==> src/rtl/amul_pkg.sv <==
package amul_pkg;

  // Pipeline depth: one register bank per multiplier bit plus the output bank.
  function automatic int amul_latency(input int width);
    return width + 1;
  endfunction

  // Width of the in-flight counter needed to hold the values 0 to depth.
  function automatic int amul_count_width(input int width);
    return $clog2(width + 2) + 1;
  endfunction

endpackage

==> src/rtl/amul_cell.sv <==
// One grid cell: partial-product bit followed by a full adder.
module amul_cell (
  input  logic a_bit,
  input  logic x_bit,
  input  logic sum_in,
  input  logic carry_in,
  output logic sum_out,
  output logic carry_out
);

  logic pp_bit;

  assign pp_bit    = a_bit & x_bit;
  assign sum_out   = pp_bit ^ sum_in ^ carry_in;
  assign carry_out = (pp_bit & sum_in) | (pp_bit & carry_in) | (sum_in & carry_in);

endmodule

==> src/rtl/amul_stage.sv <==
// One row of cells for multiplier bit ROW, closed by a register bank.
module amul_stage #(
  parameter int unsigned W   = 5,
  parameter int unsigned ROW = 0
) (
  input  logic            clk,
  input  logic            rst_n,
  input  logic            v_i,
  input  logic [W-1:0]    a_i,
  input  logic [W-1:0]    x_i,
  input  logic [2*W-1:0]  ps_i,
  output logic            v_o,
  output logic [W-1:0]    a_o,
  output logic [W-1:0]    x_o,
  output logic [2*W-1:0]  ps_o
);

  localparam int unsigned PW  = 2 * W;
  localparam int unsigned TOP = ROW + W;   // bit that receives the row carry-out

  logic [W:0]    cy;
  logic [W-1:0]  sm;
  logic [PW-1:0] ps_d;
  logic          v_q;
  logic [W-1:0]  a_q;
  logic [W-1:0]  x_q;
  logic [PW-1:0] ps_q;

  assign cy[0] = 1'b0;

  // Carries ripple across the row, cell m to cell m+1.
  for (genvar m = 0; m < W; m++) begin : g_cell
    amul_cell u_cell (
      .a_bit     (a_i[m]),
      .x_bit     (x_i[ROW]),
      .sum_in    (ps_i[ROW+m]),
      .carry_in  (cy[m]),
      .sum_out   (sm[m]),
      .carry_out (cy[m+1])
    );
  end

  // Next-state: low bits pass through, row bits replaced, carry lands on TOP.
  always_comb begin
    ps_d             = ps_i;
    ps_d[ROW +: W]   = sm;
    ps_d[TOP]        = cy[W];
  end

  // Valid flag: asynchronous clear.
  always_ff @(posedge clk or negedge rst_n) begin
    if (!rst_n) begin
      v_q <= 1'b0;
    end else begin
      v_q <= v_i;
    end
  end

  // Datapath and skew registers: load only with a valid pair.
  always_ff @(posedge clk) begin
    if (v_i) begin
      a_q  <= a_i;
      x_q  <= x_i;
      ps_q <= ps_d;
    end
  end

  assign v_o  = v_q;
  assign a_o  = a_q;
  assign x_o  = x_q;
  assign ps_o = ps_q;

  AST_ROW_SUM: assert property (@(posedge clk) disable iff (!rst_n)
    v_o |-> ps_o == $past(ps_i + ((PW'(a_i) & {PW{x_i[ROW]}}) << ROW)))
    else $error("row sum mismatch");

  AST_ROW_BOUND: assert property (@(posedge clk) disable iff (!rst_n)
    v_o |-> (ps_o >> (W + ROW + 1)) == '0)
    else $error("row sum too wide");

endmodule

==> src/rtl/amul_pipe.sv <==
module amul_pipe #(
  parameter int unsigned W = 5
) (
  input  logic           clk,
  input  logic           rst_n,
  input  logic           in_valid,
  input  logic [W-1:0]   in_a,
  input  logic [W-1:0]   in_x,
  output logic           out_valid,
  output logic [2*W-1:0] out_p
);

  localparam int unsigned PW  = 2 * W;
  localparam int unsigned LAT = amul_pkg::amul_latency(W);
  localparam int unsigned CW  = amul_pkg::amul_count_width(W);
  localparam logic [W-1:0]  OPMAX = '1;
  localparam logic [PW-1:0] PMAX  = PW'(OPMAX) * PW'(OPMAX);

  logic            v_pipe  [0:W];
  logic [W-1:0]    a_pipe  [0:W];
  logic [W-1:0]    x_pipe  [0:W];
  logic [PW-1:0]   ps_pipe [0:W];

  assign v_pipe[0]  = in_valid;
  assign a_pipe[0]  = in_a;
  assign x_pipe[0]  = in_x;
  assign ps_pipe[0] = '0;

  for (genvar j = 0; j < W; j++) begin : g_row
    amul_stage #(.W(W), .ROW(j)) u_stage (
      .clk   (clk),
      .rst_n (rst_n),
      .v_i   (v_pipe[j]),
      .a_i   (a_pipe[j]),
      .x_i   (x_pipe[j]),
      .ps_i  (ps_pipe[j]),
      .v_o   (v_pipe[j+1]),
      .a_o   (a_pipe[j+1]),
      .x_o   (x_pipe[j+1]),
      .ps_o  (ps_pipe[j+1])
    );
  end

  // Output bank.
  logic          ov_d, ov_q;
  logic [PW-1:0] op_d, op_q;

  always_comb begin
    ov_d = v_pipe[W];
    op_d = v_pipe[W] ? ps_pipe[W] : op_q;
  end

  always_ff @(posedge clk or negedge rst_n) begin
    if (!rst_n) begin
      ov_q <= 1'b0;
    end else begin
      ov_q <= ov_d;
    end
  end

  always_ff @(posedge clk) begin
    op_q <= op_d;
  end

  assign out_valid = ov_q;
  assign out_p     = op_q;

  // In-flight count: pairs held anywhere in the row banks or the output bank.
  logic [CW-1:0] inflight_d, inflight_q;

  always_comb begin
    inflight_d = inflight_q + CW'(in_valid) - CW'(ov_q);
  end

  always_ff @(posedge clk or negedge rst_n) begin
    if (!rst_n) begin
      inflight_q <= '0;
    end else begin
      inflight_q <= inflight_d;
    end
  end

  AST_OUT_PRODUCT: assert property (@(posedge clk) disable iff (!rst_n)
    out_valid |-> out_p == PW'($past(a_pipe[W])) * PW'($past(x_pipe[W])))
    else $error("product mismatch");

  AST_OUT_MAX: assert property (@(posedge clk) disable iff (!rst_n)
    out_valid |-> out_p <= PMAX)
    else $error("product above maximum");

  AST_NO_PHANTOM: assert property (@(posedge clk) disable iff (!rst_n)
    out_valid |-> inflight_q != '0)
    else $error("valid with nothing in flight");

  AST_DEPTH_CAP: assert property (@(posedge clk) disable iff (!rst_n)
    inflight_q <= CW'(LAT))
    else $error("more pairs in flight than stages");

  always @(posedge clk) begin
    if (!rst_n) begin
      AST_RESET_CLEAR: assert (!out_valid) else $error("valid during reset");
    end
  end

endmodule

==> config.mk <==
export PLATFORM = sky130hd
export DESIGN_NAME = amul_pipe
export DESIGN_NICKNAME = d
export VERILOG_FILES = /design/src/rtl/amul_pkg.sv /design/src/rtl/amul_cell.sv /design/src/rtl/amul_stage.sv /design/src/rtl/amul_pipe.sv
export SDC_FILE = /design/constraint.sdc
export NUM_CORES = 1
export LEC_CHECK = 0
export BUFFER_PORTS_ARGS = -buffer_cell sky130_fd_sc_hd__buf_2
export CAP_MARGIN = 20
export CELL_PAD_IN_SITES_DETAIL_PLACEMENT = 0
export CELL_PAD_IN_SITES_GLOBAL_PLACEMENT = 2
export CORE_MARGIN = 2
export CORE_UTILIZATION = 46
export DETAILED_ROUTE_END_ITERATION = 16
export PLACE_DENSITY = 0.82
export SKIP_CTS_REPAIR_TIMING = 1
export SYNTH_ARGS = -nofsm -noshare
export SYNTH_HDL_FRONTEND = slang
export SYNTH_SLANG_ARGS = --single-unit
==> constraint.sdc <==
create_clock -name clk -period 3.65 [get_ports clk]
set_clock_uncertainty 0.2 [all_clocks]
set_input_delay 0.1825 -clock clk [delete_from_list [all_inputs] [get_ports clk]]
set_output_delay 0.1825 -clock clk [all_outputs]
set_load 0.01 [all_outputs]
Yosys cells after proc, flatten, opt, wreduce, memory -nomap -nowiden
Index checks and enable logic that the tools add are counted.
- register bits: 95
- word-level logic and storage cells: 160
- bitwise logic cells: 140
- operator list (kind ; count):
    $and A1 B1 Y1 ; 75
    $xor A1 B1 Y1 ; 35
    $or A1 B1 Y1 ; 30

Depth between registers and ports, before layout
Gate-level depths: netlist of the first run.
- depth after elaboration: 14
- gate-level depth with buffers: 8
- depth with buffers taken out: 8

Cells and area by module
A second synthesis of the first run with hierarchy kept.
- cell total of the unflattened synthesis: 272
- area, all modules: 4445.5 sq um
- modules (own cells, without submodules) (module ; instances ; cells each ; area each (sq um) ; sequential area each (sq um)):
    amul_stage ; 5 ; 22 ; 629.4 ; 625.6
    amul_cell ; 25 ; 6 ; 38.8 ; 0.0
    amul_pipe ; 1 ; 12 ; 329.1 ; 325.3

Worst setup path before layout of the first run
No wires, ideal clock.
- path type: flip-flop to flip-flop
- start: reg g_row[3].u_stage.x_q[4]
- end: reg g_row[4].u_stage.ps_q[8], data pin
- library setup time: 0.129 ns
- data arrival time: 2.487 ns
- required time: 3.321 ns
- path slack: 0.835 ns
- stages on the path, launching flop included: 9
- path buffers: 0
- period minus slack after synthesis: 2.815 ns
- cells stage by stage: edfxtp_1 -> and2_1 -> ha_1 -> fa_1 -> fa_1 -> fa_1 -> inv_1 -> fa_1 -> inv_1
- longest elaborated chain between the ends: 12
- elaborated cells between the ends (all ways): 23
- those cells by class: bitwise: 23
- ends and longest elaborated chain (what ; line ; text):
    start, declared ; amul_stage.sv:26 ; logic [W-1:0] x_q;
    start signal, assigned ; amul_stage.sv:63 ; x_q <= x_i;
    $and A1 B1 Y1 ; amul_cell.sv:13 ; assign pp_bit = a_bit & x_bit;
    $and A1 B1 Y1 (2 in a row) ; amul_cell.sv:15 ; assign carry_out = (pp_bit & sum_in) | (pp_bit & carry_in) | (sum_in & carry_in);
    $or A1 B1 Y1 (2 in a row) ; amul_cell.sv:15 ;
    $and A1 B1 Y1 ; amul_cell.sv:15 ;
    $or A1 B1 Y1 (2 in a row) ; amul_cell.sv:15 ;
    $and A1 B1 Y1 ; amul_cell.sv:15 ;
    $or A1 B1 Y1 (2 in a row) ; amul_cell.sv:15 ;
    $xor A1 B1 Y1 (*) ; amul_cell.sv:14 ; assign sum_out = pp_bit ^ sum_in ^ carry_in;
    via g_row[4].u_stage.g_cell[4].u_cell.sum_out ; amul_cell.sv:7 ; output logic sum_out,
    end signal, assigned ; amul_stage.sv:64 ; ps_q <= ps_d;
    end, declared ; amul_stage.sv:27 ; logic [PW-1:0] ps_q;
The timed path passes the listed nets; every way through them passes the cells marked *.
A chain may end at the register's enable or synchronous reset.

Final worst setup path of the first run
- start: reg g_row[1].u_stage.x_q[2]
- end: reg g_row[2].u_stage.ps_q[6], data pin
- longest elaborated chain between the ends: 12
- elaborated cells between the ends (all ways): 23
- those cells by class: bitwise: 23
- ends and longest elaborated chain (what ; line):
    start, declared ; amul_stage.sv:26
    start signal, assigned ; amul_stage.sv:63
    $and A1 B1 Y1 ; amul_cell.sv:13
    $and A1 B1 Y1 (2 in a row) ; amul_cell.sv:15
    $or A1 B1 Y1 (2 in a row) ; amul_cell.sv:15
    $and A1 B1 Y1 ; amul_cell.sv:15
    $or A1 B1 Y1 (2 in a row) ; amul_cell.sv:15
    $and A1 B1 Y1 ; amul_cell.sv:15
    $or A1 B1 Y1 (2 in a row) ; amul_cell.sv:15
    $xor A1 B1 Y1 (*) ; amul_cell.sv:14
    via g_row[2].u_stage.g_cell[4].u_cell.sum_out ; amul_cell.sv:7
    end signal, assigned ; amul_stage.sv:64
    end, declared ; amul_stage.sv:27
Marks and branches as above.

==> summary.txt, run 1 <==
Timing
  • Least-Margin Pin Slew: between 500 and 600 ps
  • Tmin final: 2952 ps
  • Final Hold Vio Count: 3
  • RSZ-0062 raised after global routing: no
  • Final hold slack: -0.8462 ps
  • Fmax: 0.3388 GHz
  • Pins Over Slew Limit: 0
  • Final worst-path cycle share: 80.87%
  • Setup TNS: 0 ps
  • Setup violators final: 0
  • Max_slew headroom: 60.12%

Global routing
  • GR Util All Layers: 10.35%
  • Via count of the first global-routing pass: 1285
  • First-pass GRT wire length: between 5000 and 6000 um
  • Grt ovf: 0
  • Initial antenna violation count: 0
  • Largest net degree at the start of global routing: 17

Drt
  • ANT nets after route: 0
  • Via count: 1241
  • Routed WL per cell: 12.13 um
  • DRC: 4
  • Drt first pass iters: 10
  • Vias per cell: 4.596
  • Final WL: 3274 um
  • Starting DRT DRC Count: 43

Cells and area
  • Diode count: 0
  • Share of cells above drive strength 1: 18.13%
  • Area grow syn2layout: 17.47%
  • Core Util, Final: between 50 and 60%
  • Total Nets Final: 221

Power and ir drop
  • Psw: 0.0003829 W
  • Total power: 0.001997 W
  • Leakage: 1.381 nW
  • Pint: 0.001614 W
  • Clk pwr share: 33.5%
  • Flop pwr share: 61.0%
  • Pwr/cell area: around 550 nW/um^2
  • Sw Ratio: 19.17%
  • Peak supply drop: slightly below 0.3 mV
  • Comb pwr share: 5.5%

Worst setup path
  • Crit path capture type: flop
  • Critical path class: flop to flop
  • Crit Path Max Fanout: 5
  • Crit start category: flop
  • Worst Path Required: between 3000 and 4000 ps
  • Worst Path Arrival: approximately 3000 ps

Clock network
  • CTS buffer count: 9
  • CTS tree: done
  • Worst-Skew Late Latency: 330 ps
  • H-Tree Depth: 3
  • Clock Path Buffers: 2
  • Clock sink total: 85
  • Clk slew on worst S/H paths: 80 ps
  • CTS Root Cell: clkbuf_8

Synthesis
  • Post-Synth Adder-Cell Area: a little under an eighth
  • Distinct cells, synth: 7
  • Mapped cell area: 3079 sq um
  • Gate Count Post-Synth: 142
  • Largest family of logic cells by synthesized area: adder cells
  • #FFs+latches synth: 85
  • Post-Syn Nets: 175
  • Synth Area in Compound Gates: 0%
  • Ys Warns: 0
  • Syn_area_per_cell: 21.68 sq um
  • Post-synthesis sequential area ratio: 81.92%
  • Multiplexer share of the synthesized area: 0%
  • Xor/xnor share of the synthesized area: 0%
  • Simple-gate share of the synthesized area: 4.835%

Floorplanning
  • Initial Utilization: 47.94%
  • Top Ports: 24
  • Std-Cell Rows: 29
  • Die ar.: about 7400 sq um
  • Area of the core: approximately 6400 sq um
  • Die Y: ~86 um
  • Chip Width: 85.82 um

Worst hold path
  • Hold Crit Class: input pin to async pin

Placed design
  • DPL Wire Length: 2223 um
  • GP Congestion: roughly 0.69
  • IO buf count: 23

Status
  • Failing checks: DRC, hold timing
  • Status: finished, violations left

Job
  • Max-cap viol count: 0
==> per-layer routing <==
| metal | routed length [um] | global-route usage (%) | vias to the layer above |
|---|---|---|---|
| li1 | - | - | 595 |
| met1 | 1138 | 10.20 | 608 |
| met2 | 1934 | 18.32 | 36 |
| met3 | 190 | 5.775 | 2 |
| met4 | 10 | 3.463 | 0 |
| met5 | 0 | 0 | - |
==> stage by stage <==
| step | area (sq um) | hold slack (ps) | worst slack (ps) | instances |
|---|---|---|---|---|
| detailed placement | 3291 | -176.1 | 686.7 | 242 |
| floorplan | 3079 | -313.1 | 834.6 | 142 |
| global placement | 3291 | -180.6 | 684.7 | 242 |
| finish | 3617 | -0.8462 | 698.2 | 270 |
| global route | 3617 | 1.750 | 526.5 | 270 |
| CTS | 3497 | -552.0 | 659.1 | 258 |
==> Yosys cell counts <==
library cell	number	area, sq um
and2_1	22	137.6
fa_1	15	300.3
inv_1	12	45.04
nand2_1	3	11.26
ha_1	5	62.56
edfxtp_1	79	2372
dfrtp_1	6	150.1
==> sequential cells by signal (all words and copies together), names as in the netlist <==
name / flops
g_row.u_stage.a_o: 20
g_row.u_stage.ps_o: 39
g_row.u_stage.v_o: 5
g_row.u_stage.x_o: 10
out_p: 10
out_valid: 1
==> final timing paths <==
| path | cells after the start | to | slack (ps) | start |
|---|---|---|---|---|
| max in group asynchronous | 2 | g_row[2].u_stage.v_o | 3090 | rst_n |
| hold / removal | 2 | out_valid | -0.8 | rst_n |
| hold reg to reg | 0 | g_row[4].u_stage.ps_o[0] | 210 | g_row[3].u_stage.ps_o[0] |
| setup reg to reg | 8 | g_row[2].u_stage.ps_o[6] | 700 | g_row[1].u_stage.x_o[2] |
| setup / recovery | 8 | g_row[2].u_stage.ps_o[6] | 700 | g_row[1].u_stage.x_o[2] |
| min in group clk | 0 | g_row[4].u_stage.ps_o[0] | 210 | g_row[3].u_stage.ps_o[0] |
==> worst max-delay path, cell delays in order (launching register included) <==
cell and delay [ps]:
edfxtp_1 440, and2_1 170, ha_1 210, fa_1 430
fa_1 430, fa_1 400, inv_1 90, fa_1 410
inv_1 60
==> cell type report <==
type	count	area (sq um)
fillers	469	2805
flip-flops and latches	85	2522
multi-input cells	45	511.7
repair buffers	35	235.2
clock buffers	11	131.4
well taps	77	96.34
clock inverters	5	75.07
inverters	12	45.04
==> cells by family (layout without fill, tap and decap cells) <==
kind of cell / after synthesis / count (layout)
AND/OR/NAND/NOR: 25 / 25
adder cells (fa/ha/maj): 20 / 20
buffers and inverters: 12 / 63
flip-flops: 85 / 85
==> cells in the final DEF, fill, tap and decap left out <==
| master | n |
|---|---|
| and2_1 | 22 |
| buf_2 | 23 |
| bufinv_16 | 2 |
| clkbuf_1 | 2 |
| clkbuf_8 | 9 |
| clkinv_1 | 2 |
| clkinvlp_4 | 1 |
| dfrtp_1 | 6 |
| dlygate4sd3_1 | 12 |
| edfxtp_1 | 79 |
| fa_1 | 15 |
| ha_1 | 5 |
| inv_1 | 12 |
| nand2_1 | 3 |
==> power by group through the flow <==
stage	clock, W	combinational (W)	sequential (W)
final	0.000670	0.000109	0.00122
after global routing	0.000738	0.000133	0.00123
after CTS	0.000692	0.000102	0.00122
after detailed placement	0	0.000102	0.00124
after global placement	0	0.0000987	0.00124
after floorplan	0	0.0000619	0.00123
Note: power is estimated with default switching activity, not from simulation.
==> run 2, diff against run 1 <==
Settings changed: CORE_UTILIZATION 46 to 41, PLACE_DENSITY 0.82 to 0.77.
Clock period 3.65 ns to 2.6 ns, I/O delays scaled along.
==> summary.txt, run 2 (synthesis gave the netlist of run 1 again) <==
Clock network
  • H-Tree Depth: 3
  • CTS buffer count: 9
  • CTS tree: done
  • Clock sink total: between 80 and 90
  • Clk slew on worst S/H paths: approximately 80 ps
  • CTS Root Cell: clkbuf_8
  • Clock Path Buffers: 2
  • Worst-Skew Late Latency: approximately 340 ps

Placed design
  • IO buf count: 23
  • Placed cell count: 266
  • GP Congestion: 0.6852
  • Placed Area: 3368 sq um
  • DPL Wire Length: 2497 um

Worst setup path
  • Critical path class: flop to flop
  • Worst stage delay on the critical path: 440 ps
  • Crit path capture type: flop
  • Worst path most repeated cell: fa_2
  • CP Cell Sequence: and2_4 -> ha_4 -> fa_2 -> fa_2 -> fa_2 -> inv_2 -> fa_2 -> inv_2
  • Worst Path Required: around 2600 ps
  • Worst Path Arrival: 2720 ps
  • Crit start category: flop
  • Crit Path Max Fanout: 3
  • Crit-path slowest cell: edfxtp_1

Timing
  • Tmin final: between 2000 and 3000 ps
  • Final Hold Vio Count: 0
  • Max_slew headroom: slightly below 60%
  • Setup violators final: 3
  • Final worst-path cycle share: 104.2%
  • RSZ-0062 raised after global routing: yes
  • Post-route worst setup slack: -108.2 ps
  • Fmax: 0.3693 GHz
  • Pins Over Slew Limit: 0
  • Least-Margin Pin Slew: 609.0 ps

Cells and area
  • Largest register FFs: 39
  • Most common cell after layout, fill and taps aside: edfxtp_1
  • Share of cells above drive strength 1: 34.52%
  • Commonest non-fill, non-tap cells in the layout: edfxtp_1 (79), buf_2 (23), and2_1 (19), fa_2 (13), dlygate4sd3_1 (13)
  • Diode count: 0
  • Total Nets Final: 225
  • Design area: 3750 sq um
  • Area grow syn2layout: 21.78%
  • Post-route insts no fill: 296
  • Core Util, Final: 51.70%

Global routing
  • First-pass GRT wire length: 5802 um
  • Initial antenna violation count: 0
  • Largest net degree at the start of global routing: 17
  • GR Util All Layers: 9.356%
  • Via count of the first global-routing pass: between 1000 and 1500
  • Grt ovf: 0

Floorplanning
  • Area of the core: 7253 sq um
  • Die ar.: just over 8000 sq um
  • Initial Utilization: 42.45%
  • Die Y: 90.66 um
  • Top Ports: 24
  • Std-Cell Rows: 31
  • Chip Width: 90.66 um

Drt
  • ANT nets after route: 0
  • Starting DRT DRC Count: 37
  • Final WL: between 3000 and 4000 um
  • Via count: 1248
  • Drt first pass iters: 4
  • Vias per cell: 4.216
  • Routed WL per cell: 11.87 um
  • DRC: 0

Power and ir drop
  • Peak supply drop: 0.4033 mV
  • Total power: 0.002766 W
  • Leakage: 1.372 nW
  • Pwr/cell area: 737.6 nW/um^2

Job
  • Max-cap viol count: 0

Status
  • Failing checks: setup timing
  • Status: finished, violations left

Worst hold path
  • Hold Crit Class: flop to flop
run 2: cell count changes in the layout (fill, tap and decap cells not counted), sizes merged:
| cell | delta |
|---|---|
| clkbuf | +1 |
| dlygate4sd3 | +1 |
| clkinvlp | +2 |
| clkinv | -1 |
| buf | +3 |
| bufinv | -2 |
run 2: where the power goes:
part	switching [W]	internal, W	total, W
clock network	0.000444	0.000427	0.000870
logic	0.0000815	0.0000966	0.000178
registers	0.0000644	0.00165	0.00172
run 2: final cells by class:
type | instances | area (sq um)
fill | 614 | 3503
sequential | 85 | 2522
multi-input combinational | 45 | 594.3
timing repair buffer | 39 | 267.8
clock buffer | 12 | 165.2
tap | 99 | 123.9
inverter | 12 | 45.04
clock inverter | 4 | 31.28
run 2: routing by layer:
layer	vias to the layer above	GRT usage, %	part of all wire (%)
li1	604	-	-
met1	608	9.362	39
met2	29	16.67	55
met3	7	2.838	4.0
met4	0	6.154	1.7
met5	-	0	0
run 2: critical path: cells and delay by family, from the launching register on:
family / cells / cell delay [ps]
flip-flops: 1 / 440
buffers and inverters: 2 / 120
adder cells (fa/ha/maj): 5 / 1650
AND/OR/NAND/NOR: 1 / 180
run 2: stage by stage:
stage,worst slack (ps),hold WS (ps),TNS [ps]
2_1_floorplan,-11.67,-365.6,-11.67
3_5_place_dp,-156.4,-233.0,-450.3
4_1_cts,-172.5,-616.4,-529.7
6_report,-108.2,224.9,-193.3
5_1_grt,-174.3,231.1,-468.9
3_3_place_gp,-89.18,-232.9,-250.0
run 2: final timing paths:
path                                          start                        to  slack [ps]  cells after the start
setup / recovery            g_row[3].u_stage.x_o[4]  g_row[4].u_stage.ps_o[8]        -110                      8
setup reg to reg            g_row[3].u_stage.x_o[4]  g_row[4].u_stage.ps_o[8]        -110                      8
min in group asynchronous                     rst_n      g_row[1].u_stage.v_o         530                      3
hold / removal             g_row[3].u_stage.ps_o[1]  g_row[4].u_stage.ps_o[1]         220                      0
hold reg to reg            g_row[3].u_stage.ps_o[1]  g_row[4].u_stage.ps_o[1]         220                      0
max in group asynchronous                     rst_n      g_row[2].u_stage.v_o        1440                      3
